[src/rtl/chain_frame_pkg.sv]
package chain_frame_pkg;

  typedef enum logic [1:0] {
    CMD_CLOSE = 2'd0,
    CMD_FWD_REG = 2'd1,
    CMD_FWD_DIR = 2'd2,
    CMD_WRITE = 2'd3
  } cmd_op_e;

  typedef enum logic [2:0] {
    ST_IDLE,
    ST_LEAD,
    ST_ADDR_HI,
    ST_ADDR_LO,
    ST_BODY
  } seq_state_e;

  localparam logic [7:0] BYTE_CLOSE   = 8'h04;
  localparam logic [7:0] BYTE_FWD_REG = 8'h06;
  localparam logic [7:0] BYTE_FWD_DIR = 8'h05;
  localparam logic [7:0] HDR_BASE     = 8'hE0;
  localparam int unsigned ADDR_W      = 16;
  localparam int unsigned BYTE_W      = 8;

endpackage

[src/rtl/frame_reset_sync.sv]
module frame_reset_sync #(
  parameter int unsigned STAGES = 2
) (
  input  logic clk,
  input  logic arst_n,
  output logic srst_n
);
  logic [STAGES-1:0] sync_q;

  always_ff @(posedge clk or negedge arst_n) begin
    if (!arst_n) sync_q <= '0;
    else         sync_q <= {sync_q[STAGES-2:0], 1'b1};
  end

  assign srst_n = sync_q[STAGES-1];
endmodule

[src/rtl/frame_len_check.sv]
module frame_len_check
  import chain_frame_pkg::*;
#(
  parameter int unsigned LEN_W     = 8,
  parameter int unsigned MIN_BYTES = 4,
  parameter int unsigned MAX_BYTES = 128
) (
  input  logic [LEN_W-1:0]  len,
  output logic              legal,
  output logic [BYTE_W-1:0] hdr_byte,
  output logic [LEN_W-1:0]  body_bytes
);
  localparam int unsigned WORD_BYTES = 4;
  localparam int unsigned SHIFT      = $clog2(WORD_BYTES);
  localparam int unsigned CNT_W      = $clog2(MAX_BYTES / WORD_BYTES);

  logic [LEN_W-1:0] words;
  logic [LEN_W-1:0] words_m1;

  always_comb begin
    words      = len >> SHIFT;
    words_m1   = words - 1'b1;
    legal      = (len >= LEN_W'(MIN_BYTES)) && (len <= LEN_W'(MAX_BYTES));
    body_bytes = words << SHIFT;
    hdr_byte   = HDR_BASE | BYTE_W'(words_m1[CNT_W-1:0]);
  end
endmodule

[src/rtl/frame_bitrev.sv]
module frame_bitrev #(
  parameter int unsigned W = 8
) (
  input  logic [W-1:0] din,
  output logic [W-1:0] dout
);
  for (genvar g = 0; g < W; g++) begin : g_mirror
    assign dout[g] = din[W-1-g];
  end
endmodule

[src/rtl/frame_seq.sv]
module frame_seq
  import chain_frame_pkg::*;
#(
  parameter int unsigned LEN_W = 8
) (
  input  logic              clk,
  input  logic              rst_n,
  input  logic              live,
  input  logic              cmd_valid,
  input  logic [1:0]        cmd_op,
  input  logic [ADDR_W-1:0] cmd_addr,
  input  logic              len_legal,
  input  logic [BYTE_W-1:0] hdr_byte,
  input  logic [LEN_W-1:0]  body_bytes,
  input  logic              pay_valid,
  input  logic [BYTE_W-1:0] pay_rev,
  input  logic              out_ready,
  output logic              cmd_ready,
  output logic              pay_ready,
  output logic              out_valid,
  output logic [BYTE_W-1:0] out_data,
  output logic              err
);
  seq_state_e        state_q, state_d;
  logic [BYTE_W-1:0] lead_q, lead_d;
  logic [ADDR_W-1:0] addr_q;
  logic [LEN_W-1:0]  cnt_q, cnt_d;
  logic              err_q, err_d;
  logic              cmd_fire, out_fire, body_beat;
  logic              lead_en, addr_en, cnt_en;
  logic              is_write;

  always_comb begin
    cmd_ready = live && (state_q == ST_IDLE);
    cmd_fire  = cmd_valid && cmd_ready;
    is_write  = (cmd_op == CMD_WRITE);
    out_valid = (state_q == ST_LEAD) || (state_q == ST_ADDR_HI) ||
                (state_q == ST_ADDR_LO) || ((state_q == ST_BODY) && pay_valid);
    out_fire  = out_valid && out_ready;
    pay_ready = (state_q == ST_BODY) && out_ready;
    body_beat = (state_q == ST_BODY) && pay_valid && out_ready;
    unique case (state_q)
      ST_LEAD:    out_data = lead_q;
      ST_ADDR_HI: out_data = addr_q[ADDR_W-1 -: BYTE_W];
      ST_ADDR_LO: out_data = addr_q[BYTE_W-1:0];
      ST_BODY:    out_data = pay_rev;
      default:    out_data = '0;
    endcase
  end

  always_comb begin
    state_d = state_q;
    err_d   = 1'b0;
    lead_d  = lead_q;
    lead_en = 1'b0;
    addr_en = 1'b0;
    cnt_en  = 1'b0;
    cnt_d   = cnt_q;
    unique case (state_q)
      ST_IDLE: begin
        if (cmd_fire) begin
          unique case (cmd_op)
            CMD_CLOSE:   lead_d = BYTE_CLOSE;
            CMD_FWD_REG: lead_d = BYTE_FWD_REG;
            CMD_FWD_DIR: lead_d = BYTE_FWD_DIR;
            default:     lead_d = hdr_byte;
          endcase
          if (is_write && !len_legal) begin
            err_d = 1'b1;
          end else begin
            lead_en = 1'b1;
            addr_en = is_write;
            cnt_en  = is_write;
            cnt_d   = body_bytes;
            state_d = ST_LEAD;
          end
        end
      end
      ST_LEAD: begin
        if (out_fire) state_d = (cnt_q != '0) ? ST_ADDR_HI : ST_IDLE;
      end
      ST_ADDR_HI: begin
        if (out_fire) state_d = ST_ADDR_LO;
      end
      ST_ADDR_LO: begin
        if (out_fire) state_d = ST_BODY;
      end
      ST_BODY: begin
        if (body_beat) begin
          cnt_en = 1'b1;
          cnt_d  = cnt_q - 1'b1;
          if (cnt_q == LEN_W'(1)) state_d = ST_IDLE;
        end
      end
      default: state_d = ST_IDLE;
    endcase
  end

  always_ff @(posedge clk or negedge rst_n) begin
    if (!rst_n) begin
      state_q <= ST_IDLE;
      err_q   <= 1'b0;
      lead_q  <= '0;
      addr_q  <= '0;
      cnt_q   <= '0;
    end else begin
      state_q <= state_d;
      err_q   <= err_d;
      if (lead_en) lead_q <= lead_d;
      if (addr_en) addr_q <= cmd_addr;
      if (lead_en) cnt_q  <= is_write ? cnt_d : '0;
      else if (cnt_en) cnt_q <= cnt_d;
    end
  end

  assign err = err_q;
endmodule

[src/rtl/chain_frame_builder.sv]
module chain_frame_builder
  import chain_frame_pkg::*;
#(
  parameter int unsigned LEN_W      = 8,
  parameter int unsigned MIN_BYTES  = 4,
  parameter int unsigned MAX_BYTES  = 128,
  parameter int unsigned RST_STAGES = 2
) (
  input  logic              clk,
  input  logic              rst_n,
  input  logic              cmd_valid,
  output logic              cmd_ready,
  input  logic [1:0]        cmd_op,
  input  logic [15:0]       cmd_addr,
  input  logic [LEN_W-1:0]  cmd_len,
  input  logic              pay_valid,
  output logic              pay_ready,
  input  logic [7:0]        pay_data,
  output logic              out_valid,
  input  logic              out_ready,
  output logic [7:0]        out_data,
  output logic              err
);
  logic              srst_n;
  logic              len_legal;
  logic [BYTE_W-1:0] hdr_byte;
  logic [LEN_W-1:0]  body_bytes;
  logic [BYTE_W-1:0] pay_rev;

  frame_reset_sync #(.STAGES(RST_STAGES)) i_rst (
    .clk(clk), .arst_n(rst_n), .srst_n(srst_n)
  );

  frame_len_check #(
    .LEN_W(LEN_W), .MIN_BYTES(MIN_BYTES), .MAX_BYTES(MAX_BYTES)
  ) i_len (
    .len(cmd_len), .legal(len_legal), .hdr_byte(hdr_byte), .body_bytes(body_bytes)
  );

  frame_bitrev #(.W(BYTE_W)) i_rev (.din(pay_data), .dout(pay_rev));

  frame_seq #(.LEN_W(LEN_W)) i_seq (
    .clk(clk), .rst_n(srst_n), .live(srst_n),
    .cmd_valid(cmd_valid), .cmd_op(cmd_op), .cmd_addr(cmd_addr),
    .len_legal(len_legal), .hdr_byte(hdr_byte), .body_bytes(body_bytes),
    .pay_valid(pay_valid), .pay_rev(pay_rev), .out_ready(out_ready),
    .cmd_ready(cmd_ready), .pay_ready(pay_ready), .out_valid(out_valid),
    .out_data(out_data), .err(err)
  );
endmodule

[config.mk]
export PLATFORM = sky130hd
export DESIGN_NAME = chain_frame_builder
export DESIGN_NICKNAME = d
export VERILOG_FILES = /design/src/rtl/chain_frame_pkg.sv /design/src/rtl/frame_reset_sync.sv /design/src/rtl/frame_len_check.sv /design/src/rtl/frame_bitrev.sv /design/src/rtl/frame_seq.sv /design/src/rtl/chain_frame_builder.sv
export SDC_FILE = /design/constraint.sdc
export NUM_CORES = 1
export LEC_CHECK = 0
export BUFFER_PORTS_ARGS = -buffer_cell sky130_fd_sc_hd__buf_2
export CORE_AREA = 2 2 67 69
export DETAILED_ROUTE_END_ITERATION = 10
export DIE_AREA = 0 0 69 71
export PLACE_DENSITY_LB_ADDON = 0.15
export SLEW_MARGIN = 20
export SYNTH_ARGS = -nofsm -noshare
export SYNTH_HDL_FRONTEND = slang
export SYNTH_SLANG_ARGS = --single-unit
[constraint.sdc]
create_clock -name clk -period 2.8 [get_ports clk]
set_clock_uncertainty 0.15 [all_clocks]
set_input_delay 0.56 -clock clk [delete_from_list [all_inputs] [get_ports clk]]
set_output_delay 0.56 -clock clk [all_outputs]
set_load 0.05 [all_outputs]
==> reports/results.ini, run 1 <==
[cells_and_area]
final_common_cell=buf_2
layoutNonFillerInstCount=307
drive_gt1_share_pct=37.6
final_cell_mix=buf_2 (50), dfrtp_1 (35), mux2_4 (14), o22ai_1 (10), inv_1 (10)
nNetsFinal=298
fillers=370
diodes=0
area_growth_pct=20.6

[synth]
synth_cells=195
syn-num-nets=239
synth_compound_area_share_pct=14.3
netlist_area_um2=2130
syn_area_per_cell_um2=10.9
synthArstFlopShare_pct=100
synth_edf_count=0
synth_fa_ha_area_share_pct=2.94
yosysSeqAreaShare_pct=42.3
synth_ff_type=dfrtp_1
ys_seq_elements=36
muxShareOfSynthArea_pct=17.3
synth_xor_area_share_pct=1.64
synth_top_family_by_area=multiplexers
ys_types=46
synthSimpleGateAreaFrac_pct=16.3
yosysWarnings=0

[cts]
ctsHtreeMaxLevel=2
tritoncts=yes
worstSkewPairLatency_ps=280
clk_pin_slew_ps=70
hold_buffers=1
clock_sinks=36
cts_buffers=5
postCtsSetupBuffers=0
clockBufferDepth=2
clock-root-buffer=clkbuf_8
cts_resized=0

[die]
die_width_um=69
std_cell_rows=24
io_pins=51
dieArea_um2=4900
core_area_um2=4200
start_util_pct=50.7
fp.dieH_um=71

[min_path]
hp-start=i_rst.sync_q[0]
hold_path.class=register to register
min_path_cells=0

[grt]
grt_pass1_vias=1749
antenna_found_initial=0
grt_overflow=0
grt_max_degree=35
grt_pass1_wl_mm=8.38
grt_use_total_pct=21.1

[placement]
place_inst=298
numPortBuffers=50
hpwl_mm=3.60
globalplace.congestion=0.834

[sta]
slew-limit-headroom_pct=51.0
final-hold-violation-count=0
max_freq_mhz=397
worst_slew_pin_slew_ps=729
finalCriticalPeriod_ps=2520
finalSetupViolCount=0
rsz0062_at_grt=no
setup_tns_ps=0
slew_viol_final=0
period_share_pct=90.0

[critical_path]
cp_cell_sequence=buf_4 > nor2b_1 > and2_1 > a21oi_1 > o22ai_1 > buf_2
worstSetupPathDepth=6
r2r_slack_ps=640
crit_family=buffers and inverters
timing.rr.start=i_seq.state_q[0]
end_kind=primary output
worstSetupPathType=register to primary output
required_ps=2090
cp-startpoint=i_seq.state_q[0]
critPathBufInv=2
cp-endpoint=out_data[6]
critical_path.startpoint_type=register
critical_path.max_stage_delay_ps=390
cp.arrival_ps=1810
crit_fanout=15
worstRegToRegCells=6
regToRegEndpoint=i_seq.addr_q[10]
crit_slowest_cell=dfrtp_1

[pwr]
pwr_density_cell_nw_per_um2=996
internal_power_mw=1.47
p_leak_nw=1.25
sequentialPowerShare_pct=34.9
p_comb_share_pct=50.2
ir_drop_mv=0.384
pwr-share-clk_pct=14.9
switchingPower_mw=1.08
swShare_pct=42.4

[route]
dr_total_vias=1739
ant_nets=0
first_pass_iters=5
viasPerCell=5.66
drc=0
drt_iter0_markers=70
wl_per_cell_um=15.7
routed_wirelength_mm=4.83

[run]
drv_cap=0

[outcome]
status=finished, final reports clean

metrics by stage:
| stage | util [%] | area (µm²) | total power, mW | setup WS [ps] | hold WS (ps) |
|---|---|---|---|---|---|
| 2_1_floorplan | - | 2130 | 1.91 | 23.0 | 86.6 |
| 3_3_place_gp | 58.7 | 2470 | 2.16 | 154 | 183 |
| 3_5_place_dp | 58.7 | 2470 | 2.19 | 128 | 204 |
| 4_1_cts | 61.1 | 2570 | 2.57 | 266 | 230 |
| 5_1_grt | 61.1 | 2570 | 2.73 | 102 | 232 |
| 6_report | 61.1 | 2570 | 2.56 | 280 | 221 |
final cells by class:
| type | count | area, µm² | share of cell area [%] |
|---|---|---|---|
| repair buffers | 61 | 348 | 13.5 |
| clock buffers | 6 | 82.6 | 3.21 |
| clock inverters | 2 | 10.0 | 0.390 |
| multi-input cells | 140 | 1120 | 43.6 |
| flip-flops and latches | 36 | 905 | 35.2 |
| inverters | 10 | 37.5 | 1.46 |
| well taps | 52 | 65.1 | 2.53 |
cell usage after synthesis, drive strengths merged (4+ instances only):
cell type	n	area share, %
o22ai	10	2.9
nand2	9	1.6
dfrtp	36	42
buf	5	2.6
o21ai	6	1.4
inv	10	1.8
mux2i	9	4.2
a21oi	6	1.4
clkbuf	4	0.70
a22oi	5	1.8
ha	5	2.9
mux2	20	13
nand3	7	1.9
nor2	9	1.6
nor2b	4	1.2
nor3	7	1.9
state kept, by name, summed over array words and instances (netlist names):
name / count
i_rst.sync_q: 2
i_seq.addr_q: 16
i_seq.cnt_q: 8
i_seq.err: 1
i_seq.lead_q: 6
i_seq.state_q: 3
kinds of logic after synthesis:
group                    Yosys count
AND/OR/NAND/NOR                   56
AO/OA/AOI/OAI                     45
flip-flops                        36
multiplexers                      29
buffers and inverters             19
adder cells (fa/ha/maj)            5
XOR/XNOR                           4
other                              1
worst min path at each step:
stage | end | slack [ps]
after global placement | i_rst.sync_q[1] | 180
after global routing | i_rst.sync_q[1] | 230
after CTS | i_rst.sync_q[1] | 230
after detailed placement | i_rst.sync_q[0] | 200
final | i_rst.sync_q[1] | 220
after floorplan | i_seq.addr_q[0] | 90
layer usage:
metal | vias to the layer above | track usage, % | part of all wire (%)
met1 | 846 | 28.5 | 46
met4 | 0 | 7.19 | 2.0
li1 | 835 | - | -
met2 | 49 | 34.4 | 46
met3 | 9 | 3.85 | 5.0
met5 | - | 0 | 0
power by group through the flow:
| stage | registers (mW) | logic, mW | clock network, mW |
|---|---|---|---|
| finish | 0.894 | 1.28 | 0.380 |
| global route | 0.922 | 1.40 | 0.410 |
| CTS | 0.891 | 1.29 | 0.385 |
| detailed placement | 0.900 | 1.29 | 0 |
| global placement | 0.890 | 1.27 | 0 |
| floorplan | 0.862 | 1.05 | 0 |
(Power assumes the default switching activity.)
==> run 2: changes to the inputs <==
Clock period 2.8 ns to 2.7 ns, I/O delays scaled along.
==> run 2 against run 1 <==
Effect of this change:
- first-iteration DRC count is 41% higher
- critical path depth stayed put
- combinational power is 3% higher
- via count is 2.8% lower
- final cell count is 0.98% higher
- highest routed layer unchanged
- die area stayed put
- register-to-register slack worse by 40 ps
- sequential power is 4.7% higher
- design area is 1.1% higher
- worst setup slack worse by 33 ps
- clock-buffer cell count is 1 higher
==> reports/results.ini, run 2 (same netlist as run 1, synthesis figures left out) <==
[grt]
grt_pass1_vias=1555
grt_max_degree=35
antenna_found_initial=0
grt_pass1_wl_mm=7.52
grt_overflow=0
grt_use_total_pct=19.2

[cells_and_area]
layoutNonFillerInstCount=310
diodes=0
top_regs=i_seq.addr_q: 16 flops, i_seq.cnt_q: 8 flops, i_seq.lead_q: 6 flops
fillers=362
final_area_um2=2600
nNetsFinal=301
regMostFlops=i_seq.addr_q
largest_reg_flops=16
drive_gt1_share_pct=38.0
final_cell_mix=buf_2 (50), dfrtp_1 (35), mux2_4 (14), buf_4 (11)
area_growth_pct=21.9
final_common_cell=buf_2

[sta]
slew_viol_final=0
finalCriticalPeriod_ps=2450
holdWs_ps=206
final-hold-violation-count=0
max_freq_mhz=408
finalSetupViolCount=0
period_share_pct=90.8
layout_setup_ws_ps=248
rsz0062_at_grt=no

[route]
wl_per_cell_um=14.4
top_layer_used=met4
dr_total_vias=1690
wl_met1_mm=2.13
drt_iter0_markers=99
viasPerCell=5.45
route.met3.wl_um=242
first_pass_iters=4
ant_nets=0
routed_wirelength_mm=4.46
drc=0
wl_met2_mm=2.02

[placement]
globalplace.congestion=0.843
hpwl_mm=3.47
place_ws_ps=140
numPortBuffers=50
place_inst=301
placed_area_um2=2510

[cts]
clockBufferDepth=2
clock-root-buffer=clkbuf_8
clk_pin_slew_ps=70
tritoncts=yes
worstSkewPairLatency_ps=280
clock_sinks=36
cts_buffers=5
ctsHtreeMaxLevel=2

[run]
drv_cap=0

[min_path]
hold_path.class=register to register
hp-start=i_rst.sync_q[0]

[critical_path]
worstSetupPathType=register to primary output
end_kind=primary output
r2r_slack_ps=600
critical_path.startpoint_type=register
required_ps=2010
regToRegEndpoint=i_seq.addr_q[5]
cp.arrival_ps=1760
cp-startpoint=i_seq.state_q[0]
crit_fanout=7
cp-endpoint=out_data[5]
timing.rr.start=i_seq.state_q[0]
worstRegToRegCells=5

[die]
io_pins=51
std_cell_rows=24
die_width_um=69
fp.dieH_um=71
core_area_um2=4200
dieArea_um2=4900
start_util_pct=50.7

[pwr]
pwr_density_cell_nw_per_um2=1010
p_total_mw=2.62
ir_drop_mv=0.395
p_leak_nw=1.26

[outcome]
status=finished, final reports clean

==> run 2: cell count changes in the layout (fill, tap and decap cells not counted) <==
| cell | before | now |
|---|---|---|
| clkinv_2 | 2 | 1 |
| buf_12 | 1 | 2 |
| clkbuf_8 | 6 | 5 |
| nor3_1 | 6 | 5 |
| buf_4 | 9 | 11 |
| clkbuf_1 | 0 | 2 |
| nor3_2 | 1 | 2 |
==> run 2: cell type report <==
| class | instances | area, µm² | share of cell area (%) |
|---|---|---|---|
| clock buffers | 7 | 76.3 | 2.94 |
| inverters | 10 | 37.5 | 1.45 |
| repair buffers | 64 | 383 | 14.7 |
| flip-flops and latches | 36 | 905 | 34.8 |
| well taps | 52 | 65.1 | 2.50 |
| clock inverters | 1 | 5.00 | 0.193 |
| multi-input cells | 140 | 1130 | 43.4 |
==> run 2: worst max-delay path, cell delays in order, from the launching register on <==
cell and delay, ps:
dfrtp_1 420, buf_4 200, nor2b_1 210, and2_1 190, a21oi_1 60, o22ai_1 130, buf_2 280
==> run 2: worst min path at each step <==
| stage | to | cells past startpoint |
|---|---|---|
| finish | i_rst.sync_q[1] | 0 |
| global placement | i_rst.sync_q[0] | 1 |
| detailed placement | i_rst.sync_q[0] | 1 |
| global route | i_rst.sync_q[1] | 0 |
| CTS | i_rst.sync_q[1] | 0 |
| floorplan | i_seq.addr_q[0] | 0 |
==> run 2: what timing repair did <==
| item | in CTS | in global routing |
|---|---|---|
| endpoints found under the hold margin | 2 | 0 |
| buffers inserted | 0 | 0 |
| hold buffers | 1 | 0 |
| gates resized for setup | 0 | 0 |
==> run 2: power by group <==
group	leakage (nW)	switching [mW]	total (mW)	internal, mW
Clock	0.0422	0.179	0.359	0.181
Combinational	0.757	0.750	1.32	0.571
Sequential	0.461	0.172	0.936	0.764
Total	1.26	1.10	2.62	1.52
==> run 2: per-stage QoR <==
stage	util, %	setup TNS [ps]
4_1_cts	61.8	0
3_5_place_dp	59.6	0
3_3_place_gp	59.6	0
6_report	61.8	0
2_1_floorplan	-	-4.57
5_1_grt	61.8	0
==> run 2: per-layer routing <==
metal  track usage [%]  vias up
li1                  -      845
met5                 0        -
met1              26.8      790
met3              4.70        6
met4              5.23        0
met2              30.1       49
